$ cat config.mk
export PLATFORM = sky130hd
export DESIGN_NAME = ctrl_bus_quad
export DESIGN_NICKNAME = d
export VERILOG_FILES = /design/src/rtl/ctrl_bus_pkg.sv /design/src/rtl/ctrl_chan.sv /design/src/rtl/status_merge.sv /design/src/rtl/ctrl_bus_quad.sv
export SDC_FILE = /design/constraint.sdc
export NUM_CORES = 1
export LEC_CHECK = 0
export BUFFER_PORTS_ARGS = -buffer_cell sky130_fd_sc_hd__buf_2
export CORE_MARGIN = 4
export CORE_UTILIZATION = 40
export DETAILED_ROUTE_END_ITERATION = 10
export GPL_ROUTABILITY_DRIVEN = 0
export GPL_TIMING_DRIVEN = 0
export PLACE_DENSITY = 0.74
export SYNTH_ARGS = -nofsm -noshare
export SYNTH_HDL_FRONTEND = slang
export SYNTH_HIERARCHICAL = 1
export SYNTH_SLANG_ARGS = --single-unit
$ cat constraint.sdc
create_clock -name clk -period 1.8 [get_ports clk]
set_input_delay 0.09 -clock clk [delete_from_list [all_inputs] [get_ports clk]]
set_output_delay 0.09 -clock clk [all_outputs]
set_load 0.005 [all_outputs]
$ cat src/rtl/ctrl_bus_pkg.sv
package ctrl_bus_pkg;

  localparam int SEL_W = 2;
  localparam int RLY_W = 3;

  typedef struct packed {
    logic [RLY_W-1:0] relay;
    logic [SEL_W-1:0] sel;
  } ctl_word_t;

  // Open-drain pull: a channel pulls its status wire low only while open and detecting.
  function automatic logic pulls_low(input logic hold, input logic det);
    return (!hold) && det;
  endfunction

  // A channel is driving the shared status bus when either wire is pulled.
  function automatic logic is_driving(input logic hold, input logic dl, input logic dt);
    return pulls_low(hold, dl) || pulls_low(hold, dt);
  endfunction

endpackage

$ cat src/rtl/ctrl_chan.sv
module ctrl_chan
  import ctrl_bus_pkg::*;
(
  input  logic             clk,
  input  logic             rst_n,
  input  logic             hold,
  input  logic [SEL_W-1:0] bus_sel,
  input  logic [RLY_W-1:0] bus_relay,
  input  logic             det_loop,
  input  logic             det_therm,
  output logic [SEL_W-1:0] state_q,
  output logic [RLY_W-1:0] drive_q,
  output logic             loop_pull_n,
  output logic             therm_pull_n,
  output logic             driving
);

  ctl_word_t word_q;
  ctl_word_t word_d;
  logic      load_ev;

  assign load_ev = !hold;

  always_comb begin
    word_d.sel   = bus_sel;
    word_d.relay = bus_relay;
  end

  always_ff @(posedge clk or negedge rst_n) begin
    if (!rst_n) begin
      word_q <= '0;
    end else if (load_ev) begin
      word_q <= word_d;
    end
  end

  assign state_q      = word_q.sel;
  assign drive_q      = word_q.relay;
  assign loop_pull_n  = !pulls_low(hold, det_loop);
  assign therm_pull_n = !pulls_low(hold, det_therm);
  assign driving      = is_driving(hold, det_loop, det_therm);

  // reset leaves the latch cleared
  assert_reset_clear_R1: assert property (@(posedge clk)
    !rst_n |=> (state_q == '0 && drive_q == '0) || rst_n);

  // open latch takes the bus word
  assert_open_load_R2: assert property (@(posedge clk) disable iff (!rst_n)
    (rst_n && !hold) |=> (state_q == $past(bus_sel) && drive_q == $past(bus_relay)));

  // held latch ignores the bus
  assert_hold_stable_R3: assert property (@(posedge clk) disable iff (!rst_n)
    (rst_n && hold) |=> ($stable(state_q) && $stable(drive_q)));

  // zero relay word leaves drivers inactive
  assert_relay_idle_R8: assert property (@(posedge clk) disable iff (!rst_n)
    (rst_n && !hold && bus_relay == '0) |=> (drive_q == '0));

endmodule

$ cat src/rtl/status_merge.sv
module status_merge #(
  parameter int NUM_CH = 4
) (
  input  logic [NUM_CH-1:0] loop_pull_n,
  input  logic [NUM_CH-1:0] therm_pull_n,
  input  logic [NUM_CH-1:0] driving,
  output logic              loop_n,
  output logic              therm_n,
  output logic              conflict
);

  localparam logic [NUM_CH-1:0] ONE = {{(NUM_CH-1){1'b0}}, 1'b1};

  // Wired-AND: any channel pulling low wins, pull-up otherwise.
  assign loop_n  = &loop_pull_n;
  assign therm_n = &therm_pull_n;

  // More than one bit set: clearing the lowest set bit leaves something.
  assign conflict = |(driving & (driving - ONE));

endmodule

$ cat src/rtl/ctrl_bus_quad.sv
module ctrl_bus_quad
  import ctrl_bus_pkg::*;
#(
  parameter int NUM_CH = 4
) (
  input  logic                    clk,
  input  logic                    rst_n,
  input  logic [SEL_W-1:0]        bus_sel,
  input  logic [RLY_W-1:0]        bus_relay,
  input  logic [NUM_CH-1:0]       ch_hold,
  input  logic [NUM_CH-1:0]       det_loop,
  input  logic [NUM_CH-1:0]       det_therm,
  output logic [NUM_CH*SEL_W-1:0] ch_state,
  output logic [NUM_CH*RLY_W-1:0] ch_drive,
  output logic                    loop_n,
  output logic                    therm_n,
  output logic                    bus_conflict
);

  logic [NUM_CH-1:0] loop_pull_n;
  logic [NUM_CH-1:0] therm_pull_n;
  logic [NUM_CH-1:0] driving;

  for (genvar i = 0; i < NUM_CH; i++) begin : g_ch
    ctrl_chan u_chan (
      .clk          (clk),
      .rst_n        (rst_n),
      .hold         (ch_hold[i]),
      .bus_sel      (bus_sel),
      .bus_relay    (bus_relay),
      .det_loop     (det_loop[i]),
      .det_therm    (det_therm[i]),
      .state_q      (ch_state[i*SEL_W +: SEL_W]),
      .drive_q      (ch_drive[i*RLY_W +: RLY_W]),
      .loop_pull_n  (loop_pull_n[i]),
      .therm_pull_n (therm_pull_n[i]),
      .driving      (driving[i])
    );
  end

  status_merge #(.NUM_CH(NUM_CH)) u_merge (
    .loop_pull_n  (loop_pull_n),
    .therm_pull_n (therm_pull_n),
    .driving      (driving),
    .loop_n       (loop_n),
    .therm_n      (therm_n),
    .conflict     (bus_conflict)
  );

  // Port-level views for the checks below.
  logic [NUM_CH-1:0] open_loop;
  logic [NUM_CH-1:0] open_therm;
  assign open_loop  = ~ch_hold & det_loop;
  assign open_therm = ~ch_hold & det_therm;

  // shared loop wire low exactly when an open channel detects
  assert_loop_wire_R4: assert property (@(posedge clk) disable iff (!rst_n)
    (loop_n == 1'b0) == (open_loop != '0));

  // shared thermal wire low exactly when an open channel detects
  assert_therm_wire_R5: assert property (@(posedge clk) disable iff (!rst_n)
    (therm_n == 1'b0) == (open_therm != '0));

  // nobody open, both wires float high
  assert_idle_high_R6: assert property (@(posedge clk) disable iff (!rst_n)
    (&ch_hold) |-> (loop_n && therm_n));

  // conflict flag matches two or more driving open channels
  assert_conflict_R7: assert property (@(posedge clk) disable iff (!rst_n)
    bus_conflict == ($countones(open_loop | open_therm) >= 2));

endmodule

# --- Word level (Yosys, flattened, before mapping) ---
# Index checks and enable logic that the tools add are counted.
op_classes:
  n_addsub: 1
  reduce_logical: 27
  n_bitwise: 1
op_table:
  columns: ["cell", "count"]
  rows:
  - ["logical NOT 1 bit", 12]
  - ["logical AND 1 bit", 8]
  - ["AND reduction 4 bit", 2]
  - ["AND 4 bit", 1]
  - ["logical OR 1 bit", 4]
  - ["OR reduction 4 bit", 1]
  - ["subtractor 4 x 1 -> 4 bit, second input constant", 1]
word_totals:
  in_bits: 19
  reg_bits: 20
  output_inout_bits: 23

# --- Depth between registers and ports, before layout ---
# Gate-level depths: netlist of run 1.
depth:
  ltp_word: 6
  mapped_depth: 4

# --- By module ---
# The synthesis of run 1 kept the hierarchy.
by_module_without_submodules:
  columns: ["mod", "area_each_um2", "cells_per_inst", "seq_area_each_um2", "instances"]
  rows:
  - ["ctrl_chan", 234.0, 14, 125.1, 4]
  - ["status_merge", 36.3, 5, 0.0, 1]

# --- Worst setup path before layout of run 1 ---
# OpenSTA, ideal clock, no wires.
synth_path:
  kind: "input to output"
  startpoint: "in ch_hold[0]"
  endpoint: "out bus_conflict"
  setup_slack_ns: 1.057
  arrival_time_ns: 0.653
  path_buffers: 1
  cell_stages: 4
  t_required_ns: 1.710
  cell_sequence: "buf_6 o21ba_2 a211oi_1 nor2_1"
synth_via:
  elab_chain_len: 6
  word_cells_on_any_way: 7
  classes_between: "add/sub (1); bitwise (1); reduce/logical (5)"
synth_rtl:
  columns: ["element", "line", "source"]
  rows:
  - ["start: declaration", "ctrl_bus_quad.sv:10", "input logic [NUM_CH-1:0] ch_hold,"]
  - ["logical NOT 1 bit (*)", "ctrl_bus_pkg.sv:13", "return (!hold) && det;"]
  - ["logical AND 1 bit", "ctrl_bus_pkg.sv:13", null]
  - ["logical OR 1 bit (*)", "ctrl_bus_pkg.sv:18", "return pulls_low(hold, dl) || pulls_low(hold, dt);"]
  - ["net driving[0]", "ctrl_bus_quad.sv:22", "logic [NUM_CH-1:0] driving;"]
  - ["subtractor 4 x 1 -> 4 bit", "status_merge.sv:19", "assign conflict = |(driving & (driving - ONE));"]
  - ["AND 4 bit (*)", "status_merge.sv:19", null]
  - ["OR reduction 4 bit (*)", "status_merge.sv:19", null]
  - ["end: declaration", "ctrl_bus_quad.sv:17", "output logic bus_conflict"]
# The timed path passes the listed nets; every way through them passes the cells marked *.

# --- Worst setup path in the final report of run 1 ---
layout_path:
  startpoint: "in det_therm[0]"
  endpoint: "out bus_conflict"
layout_via:
  elab_chain_len: 5
layout_rtl:
  columns: ["element", "line", "source"]
  rows:
  - ["start: declaration", "ctrl_bus_quad.sv:12", "input logic [NUM_CH-1:0] det_therm,"]
  - ["logical AND 1 bit (*)", "ctrl_bus_pkg.sv:13", null]
  - ["logical OR 1 bit (*)", "ctrl_bus_pkg.sv:18", null]
  - ["net driving[0]", "ctrl_bus_quad.sv:22", null]
  - ["subtractor 4 x 1 -> 4 bit", "status_merge.sv:19", null]
  - ["AND 4 bit (*)", "status_merge.sv:19", null]
  - ["OR reduction 4 bit (*)", "status_merge.sv:19", null]
# Marked as above.

==> results of run 1 <==
## where the power goes
part / switching [W] / internal [W]
clock network: 0.000136 / 0.000123
logic: 0.0000798 / 0.000135
registers: 0.0000250 / 0.000494
total: 0.000240 / 0.000752
## path summary, 6_finish.rpt
check,from,endpoint,cells past startpoint
min in group asynchronous,rst_n,g_ch[0].u_chan/drive_q[2]$_DFFE_PN0N_,2
setup / recovery,det_therm[0],bus_conflict,5
setup reg to reg,g_ch[0].u_chan/state_q[1]$_DFFE_PN0N_,g_ch[0].u_chan/state_q[1]$_DFFE_PN0N_,1
max in group asynchronous,rst_n,g_ch[3].u_chan/drive_q[0]$_DFFE_PN0N_,2
hold / removal,bus_sel[0],g_ch[1].u_chan/state_q[0]$_DFFE_PN0N_,2
hold reg to reg,g_ch[0].u_chan/drive_q[0]$_DFFE_PN0N_,g_ch[0].u_chan/drive_q[0]$_DFFE_PN0N_,1
## cells by family (layout without fill, tap and decap cells)
family,Yosys count,in the layout,synth area share (%)
muxes,20,20,30.9
DFF,20,20,51.5
and+or+nand+nor,11,11,7.34
AOI/OAI and AO/OA,6,6,5.66
buffers and inverters,4,46,4.63
## routing by layer
layer | global-route usage (%) | vias up | share of wire (%)
li1 | - | 294 | -
met4 | 5.30 | 0 | 0.54
met5 | 0 | - | 0
met3 | 2.71 | 2 | 4.8
met2 | 24.6 | 17 | 51
met1 | 17.5 | 298 | 44
## cell usage in the layout (no fill, tap or decap)
cell,count
mux2_4,20
dfrtp_1,20
clkbuf_8,1
clkbuf_4,3
nor2_1,1
dlygate4sd3_1,1
buf_2,37
o21ba_2,4
and4_1,2
nand2b_1,8
a211oi_1,2
buf_6,4
## stage by stage
| step | instance area (um2) | hold slack [ns] | total power, W |
|---|---|---|---|
| 3_3_place_gp | 1190 | 0.0490 | 0.000737 |
| 6_report | 1240 | 0.0631 | 0.000993 |
| 4_1_cts | 1240 | 0.0609 | 0.00100 |
| 3_5_place_dp | 1190 | 0.0538 | 0.000744 |
| 5_1_grt | 1240 | 0.0582 | 0.00105 |
| 2_1_floorplan | 972 | -0.206 | 0.000645 |
## flip-flops by register name (all words and copies together) (netlist names)
signal,count
g_ch.u_chan/drive_q,12
g_ch.u_chan/state_q,8
## timing repair
action                     in CTS  in global routing
hold endpoints to repair       20                  0
setup endpoints to repair       0                  0
hold buffers                    1                  0
## critical path, delay by kind of cell
family                 cells  cell delay, ns
AOI/OAI and AO/OA          2            0.45
buffers and inverters      2            0.23
and+or+nand+nor            1            0.07
## layout make-up
| class | count | area, um2 |
|---|---|---|
| plain buffers | 4 | 45.0 |
| flip-flops and latches | 20 | 500 |
| well taps | 28 | 35.0 |
| clock buffers | 4 | 36.3 |
| fillers | 219 | 1020 |
| repair buffers | 38 | 195 |
| multi-input cells | 37 | 427 |
==> metrics.md, run 1 <==
| Metric | Value |
|---|---|
| Routed Antenna Nets | 0 |
| Ys async rst share | between 90% and 100% |
| CTS Sinks | 20 |
| WP data required | 1.71 ns |
| Synth Cell Area | 972 um2 |
| Dpl cells | 126 |
| Crit path time final | ~0.94 ns |
| Worst path max stage delay | roughly 0.24 ns |
| Die span in x | roughly 57 um |
| Synth Flop Type | dfrtp_1 |
| Tcrit/Tclk final | 52.0% |
| CTS tree | built |
| Reg2Reg Setup Slack | just over 1 ns |
| All-Layer GR Usage | approximately 14% |
| CP Launch Type | input pin |
| Crit path DAT | about 0.85 ns |
| Via count | between 600 and 700 |
| Final Util | 54.9% |
| Hold Fails Final Rpt | 0 |
| Leakage Power | between 0.6 and 0.7 nW |
| Antenna violations before repair | 0 |
| Routed len/inst | between 15 and 20 um |
| Place WS | between 0.8 and 0.9 ns |
| Global route overflow | 0 |
| Max_slew headroom | 71.2% |
| Cell breakdown of the critical path | buf_2 -> o21ba_2 -> a211oi_1 -> nor2_1 -> buf_2 |
| Avg Synthesized Cell Area | between 15 and 20 um2 |
| Largest net degree at the start of global routing | 21 |
| Mapped Cells | 61 |
| HPWL after DPL | around 1.5 mm |
| Worst-path clk slew | around 0.11 ns |
| Vias/cell | 4.66 |
| Site Rows | 17 |
| Cell accounting for the most synthesized area | dfrtp_1 |
| Core area | ~2300 um2 |
| H-Tree Depth | 1 |
| Layout area overhead | 27.4% |
| Nets | 123 |
| Fin Setup TNS | 0 ns |
| CTS Buf Count | 3 |
| Post-CTS sizing | 0 |
| Fin worst setup slack | about 0.86 ns |
| Port bufs | 37 |
| Max capacitance violation total | 0 |
| Worst slew pin tran | ~0.43 ns |
| Vias in the first global route | ~700 |
| Final Skew | 0 ns |
| Outcome | finished, final reports clean |
| Starting density of the core | between 40 and 50% |
| IO Pins | 42 |
| Chip Height | around 57 um |
| Post-Syn Nets | 80 |
| Number of enable flip-flop cells after synthesis | 0 |
| DRC Markers | 0 |
| Worst vdd ir | 0.000461 V |
| Synth top area cells | dfrtp_1 51%, mux2_4 31%, nand2b_1 5.1%, buf_6 4.6%, o21ba_2 4.1% |
| Yosys warns | 6 |
| Most used cell, CP | buf_2 |
| #FFs+latches synth | 20 |
| Skew-Pair Late Insertion Delay | 0.29 ns |
| Pre-antenna DRT Iters | 2 |
| Ant diodes | 0 |
| Final setup viols | 0 |
| Crit path kind | in -> out |
| Root Driver | clkbuf_4 |
| CP max FO | 2 |
| Max Clock Freq | about 1100 MHz |
| Share of cells above drive strength 1 | 67.0% |
| Routed WL | 2.03 mm |
| Slowest cell on crit path | a211oi_1 |
| Top cell type's share of synthesized area | 51.5% |
| Most instantiated cells after synthesis | 20 x dfrtp_1, 20 x mux2_4, 8 x nand2b_1, 4 x buf_6, 4 x o21ba_2 |
| P per Cell Area | about 800 nW/um2 |
| Unique masters post-synth | 8 |
| First-pass GRT wire length | about 3.6 mm |
| RSZ-0062 raised after global routing | no |
| Sequential-to-total area share from yosys stat | between 50% and 60% |
| Clk buf depth | 2 |
| Worst min-delay path category | in -> reg |
| Max-slew violation count | 0 |
| Total die area | about 3300 um2 |
| DR iter-0 viols | 7 |
| Postcts setup bufs | 0 |
| Worst Setup End Kind | primary output |
| Layout Cells excl Fill | ~130 |
(Power assumes the default switching activity.)
==> run 2, diff against run 1 <==
PLACE_DENSITY = 0.77   (was 0.74)
clock period = 0.8 ns   (was 1.8 ns; I/O delays follow)
==> run 2 against run 1 <==
Effect of this change:
- the flow now finishes with violations (negative setup slack)
- clock skew unchanged
- cell count is 8.4% higher
- cell area up 12%
- global-route usage fell by 0.46 points
- worst hold slack lost 0.057 ns
- clock power grew to 3.2 times the previous value
- critical path type is now reg -> out
- highest routed layer unchanged
==> metrics.md, run 2 (synthesis results as in run 1) <==
| Metric | Value |
|---|---|
| Outcome | complete, but fails checks |
| Failing checks | negative setup slack |
| Die span in x | 57.3 um |
| Max-slew violation count | 0 |
| Final Util | around three fifths |
| Starting density of the core | between 40% and 50% |
| IO Pins | 42 |
| Chip Height | about 57 um |
| Hold Fails Final Rpt | 0 |
| CP Launch Type | flip-flop |
| Global route overflow | 0 |
| Layout Cells excl Fill | around 140 |
| CTS tree | built |
| Via count | 685 |
| Crit path kind | reg -> out |
| Vias/cell | a little under 5 |
| Nets | ~130 |
| Final setup viols | 29 |
| Clk buf depth | 2 |
| H-Tree Depth | 1 |
| Core area | between 2000 and 2500 um2 |
| Leakage Power | between 0.7 and 0.8 nW |
| Antenna violations before repair | 0 |
| Dpl cells | 126 |
| Port bufs | 37 |
| P per Cell Area | 1860 nW/um2 |
| Most frequent cells in the layout | 34 x buf_2, 20 x mux2_4, 20 x dfrtp_1 |
| Worst min-delay path category | in -> reg |
| Reg2Reg Setup Slack | -0.08 ns |
| Share of cells above drive strength 1 | approximately 71% |
| Psw | ~0.00058 W |
| Site Rows | 17 |
| Worst path max stage delay | around 0.4 ns |
| Pre-antenna DRT Iters | 3 |
| Routed Antenna Nets | 0 |
| Worst Setup End Kind | primary output |
| Hold WS | between 0.005 and 0.006 ns |
| Root Driver | clkbuf_4 |
| Worst path bufs/invs | 1 |
| Placed cell area | about 1200 um2 |
| Top delay family on crit path | flip-flops |
| Vias in the first global route | a little over 700 |
| DR iter-0 viols | 11 |
| Crit path time final | roughly 0.88 ns |
| Sw frac | between 20% and 30% |
| Fin worst setup slack | -0.0838 ns |
| Largest net degree at the start of global routing | 21 |
| Seq pwr share | between 40% and 50% |
| Gate power share | a little under a quarter |
| Routed WL | roughly 2.2 mm |
| Routed len/inst | ~16 um |
| P_int | around 0.0020 W |
| Total die area | 3280 um2 |
| Max_slew headroom | between 70 and 80% |
| Slowest cell on crit path | dfrtp_1 |
| Largest register FFs | 12 |
| Skew-Pair Late Insertion Delay | approximately 0.30 ns |
| Final Skew | 0 ns |
| Ant diodes | 0 |
| Filler cell count | between 150 and 200 |
| Worst vdd ir | 0.00188 V |
| CTS Sinks | 20 |
| Max Clock Freq | about 1100 MHz |
| Layout area overhead | 43.1% |
| All-Layer GR Usage | 13.8% |
| Tcrit/Tclk final | 110% |
| Max capacitance violation total | 0 |
| WP data required | ~0.76 ns |
| Worst-path clk slew | about 0.11 ns |
| Crit path DAT | 0.84 ns |
| Clock power share | 31.8% |
| RSZ-0062 raised after global routing | yes |
| Cell breakdown of the critical path | buf_2 |
| DRC Markers | 0 |
| CP max FO | 2 |
| CTS Buf Count | 3 |
| Most common cell after layout, fill and taps aside | buf_2 |
| First-pass GRT wire length | about 3.4 mm |
| Design Area, Final | 1390 um2 |
| Worst slew pin tran | between 0.4 and 0.5 ns |
## run 2: changes by cell type in the layout (fill, tap and decap cells not counted)
cell	delta
buf_4	+10
o21ba_2	-3
bufinv_16	+1
a211oi_1	-2
buf_2	-3
o21ba_4	+3
dlygate4sd3_1	+1
a211oi_2	+2
buf_8	+1
clkbuf_8	-1
buf_6	+2
## run 2: final timing paths
kind	startpoint	endpoint	cells after the start
max	g_ch[3].u_chan/drive_q[0]$_DFFE_PN0N_	ch_drive[9]	1
min	bus_relay[0]	g_ch[1].u_chan/drive_q[0]$_DFFE_PN0N_	2
max reg2reg	g_ch[0].u_chan/drive_q[1]$_DFFE_PN0N_	g_ch[0].u_chan/drive_q[1]$_DFFE_PN0N_	2
min reg2reg	g_ch[1].u_chan/state_q[0]$_DFFE_PN0N_	g_ch[1].u_chan/state_q[0]$_DFFE_PN0N_	1
max in group asynchronous	rst_n	g_ch[2].u_chan/drive_q[2]$_DFFE_PN0N_	2
min in group asynchronous	rst_n	g_ch[3].u_chan/state_q[0]$_DFFE_PN0N_	2
## run 2: power by group through the flow
stage	sequential (W)	clock [W]	combinational, W
after floorplan	0.00119	0	0.000259
after global placement	0.00119	0	0.000472
after detailed placement	0.00119	0	0.000488
after CTS	0.00117	0.000836	0.000513
after global routing	0.00118	0.000891	0.000645
final	0.00117	0.000821	0.000597
## run 2: worst register-to-register path, delay by kind of cell (launching register included)
family,cells,cell delay [ns]
flops,1,0.41
mux,1,0.24
buf+inv,1,0.13
## run 2: routing by layer
metal / up-vias / share of wire [%] / GRT usage, % / wire [um]
met5: - / 0 / 0 / 0
met4: 0 / 1.9 / 5.96 / 43
met3: 4 / 6.6 / 4.07 / 148
met2: 22 / 50 / 23.7 / 1130
met1: 339 / 41 / 15.8 / 917
li1: 320 / - / - / -
## run 2: final cells by class
type	instances	area (um2)	share of cell area, %
clock buffer	3	22.5	1.62
multi-input combinational	37	455	32.7
tap	28	35.0	2.52
buffer	4	48.8	3.51
clock inverter	1	30.0	2.16
sequential	20	500	36.0
timing repair buffer	49	299	21.5
## run 2: repair_timing
action                                  in CTS  in global routing
hold buffers                                 1                  1
endpoints found under the setup margin      21                 21
pin swaps                                    4                  3
endpoints found under the hold margin       20                  1
gates resized for setup                      5                  4
buffers inserted                             0                 10
## run 2: metrics by stage
stage / setup TNS [ns] / setup slack (ns) / power [W]
2_1_floorplan: 0 / 0.0617 / 0.00145
3_3_place_gp: 0 / 0.000671 / 0.00166
3_5_place_dp: -0.0211 / -0.0211 / 0.00168
4_1_cts: -1.64 / -0.0982 / 0.00252
5_1_grt: -3.13 / -0.136 / 0.00272
6_report: -1.99 / -0.0838 / 0.00258
==> run 3, diff against run 2 <==
CTS_BUF_LIST = sky130_fd_sc_hd__clkbuf_2 sky130_fd_sc_hd__clkbuf_4 sky130_fd_sc_hd__clkbuf_8   (was not set)
MAX_ROUTING_LAYER = met4   (was not set)
==> run 3 against run 2 <==
Effect of this change:
- sequential cell count stayed put
- the flow still finishes with violations (negative setup slack)
- fmax down 0.34%
- critical path depth unchanged
==> metrics.md, run 3 (synthesis results as in run 1) <==
| Metric | Value |
|---|---|
| Port bufs | 37 |
| Share of cells above drive strength 1 | between 60% and 70% |
| DRC Markers | 0 |
| Met2 usage in global routing | 23.5% |
| Worst vdd ir | ~0.0019 V |
| Cell breakdown of the critical path | buf_2 |
| CP max FO | 2 |
| Total die area | roughly 3300 um2 |
| Pre-antenna DRT Iters | 4 |
| Sw frac | roughly 22% |
| CTS tree | built |
| Crit path kind | reg -> out |
| Footprint of the multi-input gates | 455 um2 |
| Final setup viols | 29 |
| Hold WS | just under 0.02 ns |
| Largest register FFs | 12 |
| Leakage Power | 0.720 nW |
| Max-slew violation count | 0 |
| Most common cell after layout, fill and taps aside | buf_2 |
| M1 GR Usage | 16.7% |
| Crit path time final | 0.887 ns |
| Root Driver | clkbuf_4 |
| Grt peak-use layer | met2 |
| Worst path bufs/invs | 1 |
| DR iter-0 viols | 16 |
| Global route overflow | 0 |
| Starting density of the core | between 40% and 50% |
| Filler cell count | approximately 190 |
| Most frequent cells in the layout | 34 x buf_2, 20 x mux2_4, 20 x dfrtp_1 |
| Max Clock Freq | 1130 MHz |
| Clk buf depth | 2 |
| H-Tree Depth | 1 |
| Seq pwr share | between 40% and 50% |
| Slowest cell on crit path | dfrtp_1 |
| CTS Buf Count | 3 |
| Clock power share | a little under a third |
| Place WS | -0.0211 ns |
| P per Cell Area | about 1800 nW/um2 |
| Routed len/inst | between 15 and 20 um |
| P_int | 0.00201 W |
| Max_slew headroom | a little over two thirds |
| Worst slew pin tran | between 0.4 and 0.5 ns |
| WP data required | around 0.76 ns |
| Crit path DAT | between 0.8 and 0.9 ns |
| Routed WL | around 2.3 mm |
| Failing checks | negative setup slack |
| Reg area | approximately 500 um2 |
| Max capacitance violation total | 0 |
| Routed Antenna Nets | 0 |
| Nets | 136 |
| Antenna violations before repair | 0 |
| Overall Power | 0.00260 W |
| First-pass GRT wire length | ~3.4 mm |
| RSZ-0062 raised after global routing | yes |
| Layout area overhead | 45.2% |
| Dpl cells | ~130 |
| Site Rows | 17 |
| Worst-path clk slew | 0.12 ns |
| Final Skew | 0 ns |
| CP Launch Type | flip-flop |
| Ant diodes | 0 |
| IO Pins | between 40 and 50 |
| Die span in x | 57.3 um |
| Worst path max stage delay | between 0.4 and 0.5 ns |
| Placed cell area | between 1000 and 1500 um2 |
| Gate power share | about a quarter |
| Vias/cell | around 4.8 |
| Layout Cells excl Fill | approximately 140 |
| Fin worst setup slack | -0.0869 ns |
| Via count | 697 |
| Worst Setup End Kind | primary output |
| Hold Fails Final Rpt | 0 |
| Design Area, Final | between 1000 and 1500 um2 |
| Reg2Reg Setup Slack | -0.09 ns |
| CTS Sinks | 20 |
| Tcrit/Tclk final | 111% |
| Vias in the first global route | slightly above 700 |
| Chip Height | approximately 57 um |
| Outcome | complete, but fails checks |
| Grt met3 use | 3.39% |
| Core area | roughly 2300 um2 |
| Skew-Pair Late Insertion Delay | around 0.3 ns |
| All-Layer GR Usage | ~14% |
| Worst min-delay path category | in -> reg |
| Top delay family on crit path | flip-flops |
| Largest net degree at the start of global routing | 21 |
| Psw | 0.000584 W |
-- run 3: cell types whose count changed in the layout (fill, tap and decap cells not counted) --
| cell | previous run | this run |
|---|---|---|
| dlygate4sd3_1 | 2 | 4 |
-- run 3: through the flow --
stage | TNS, ns | util [%]
2_1_floorplan | 0 | -
3_3_place_gp | 0 | 52.9
3_5_place_dp | -0.0211 | 52.9
4_1_cts | -1.64 | 56.9
5_1_grt | -3.23 | 62.6
6_report | -2.03 | 62.6
-- run 3: layout make-up --
type	count	area share, %
repair buffers	51	22.6
flip-flops and latches	20	35.5
clock inverters	1	2.13
multi-input cells	37	32.3
plain buffers	4	3.46
clock buffers	3	1.60
well taps	28	2.48
-- run 3: final timing paths --
path                                                       startpoint                                    end  cells past startpoint
worst max-delay path            g_ch[0].u_chan/drive_q[1]$_DFFE_PN0N_                            ch_drive[1]                      1
worst min-delay path                                     bus_relay[1]  g_ch[0].u_chan/drive_q[1]$_DFFE_PN0N_                      2
worst max register to register  g_ch[0].u_chan/drive_q[1]$_DFFE_PN0N_  g_ch[0].u_chan/drive_q[1]$_DFFE_PN0N_                      2
worst min register to register  g_ch[2].u_chan/drive_q[2]$_DFFE_PN0N_  g_ch[2].u_chan/drive_q[2]$_DFFE_PN0N_                      1
max in group asynchronous                                       rst_n  g_ch[2].u_chan/drive_q[2]$_DFFE_PN0N_                      2
min in group asynchronous                                       rst_n  g_ch[3].u_chan/state_q[0]$_DFFE_PN0N_                      2
-- run 3: repair_timing --
item | 4_1_cts | 5_1_grt
endpoints found under the setup margin | 21 | 21
hold endpoints to repair | 20 | 3
hold buffers | 1 | 3
setup buffers | 0 | 10
pin swaps | 4 | 3
cloned | 0 | 0
resized for setup | 5 | 4
-- run 3: power groups by stage --
stage | Sequential (W) | Clock [W] | Combinational [W]
finish | 0.00117 | 0.000826 | 0.000604
detailed placement | 0.00119 | 0 | 0.000488
global placement | 0.00119 | 0 | 0.000472
CTS | 0.00117 | 0.000836 | 0.000513
floorplan | 0.00119 | 0 | 0.000259
global route | 0.00118 | 0.000902 | 0.000654
-- run 3: metal layers --
metal  share of wire (%)  up-vias
met3                 5.4        4
met2                  51       22
met4                 1.9        0
met5                   0        -
met1                  42      348
li1                    -      323
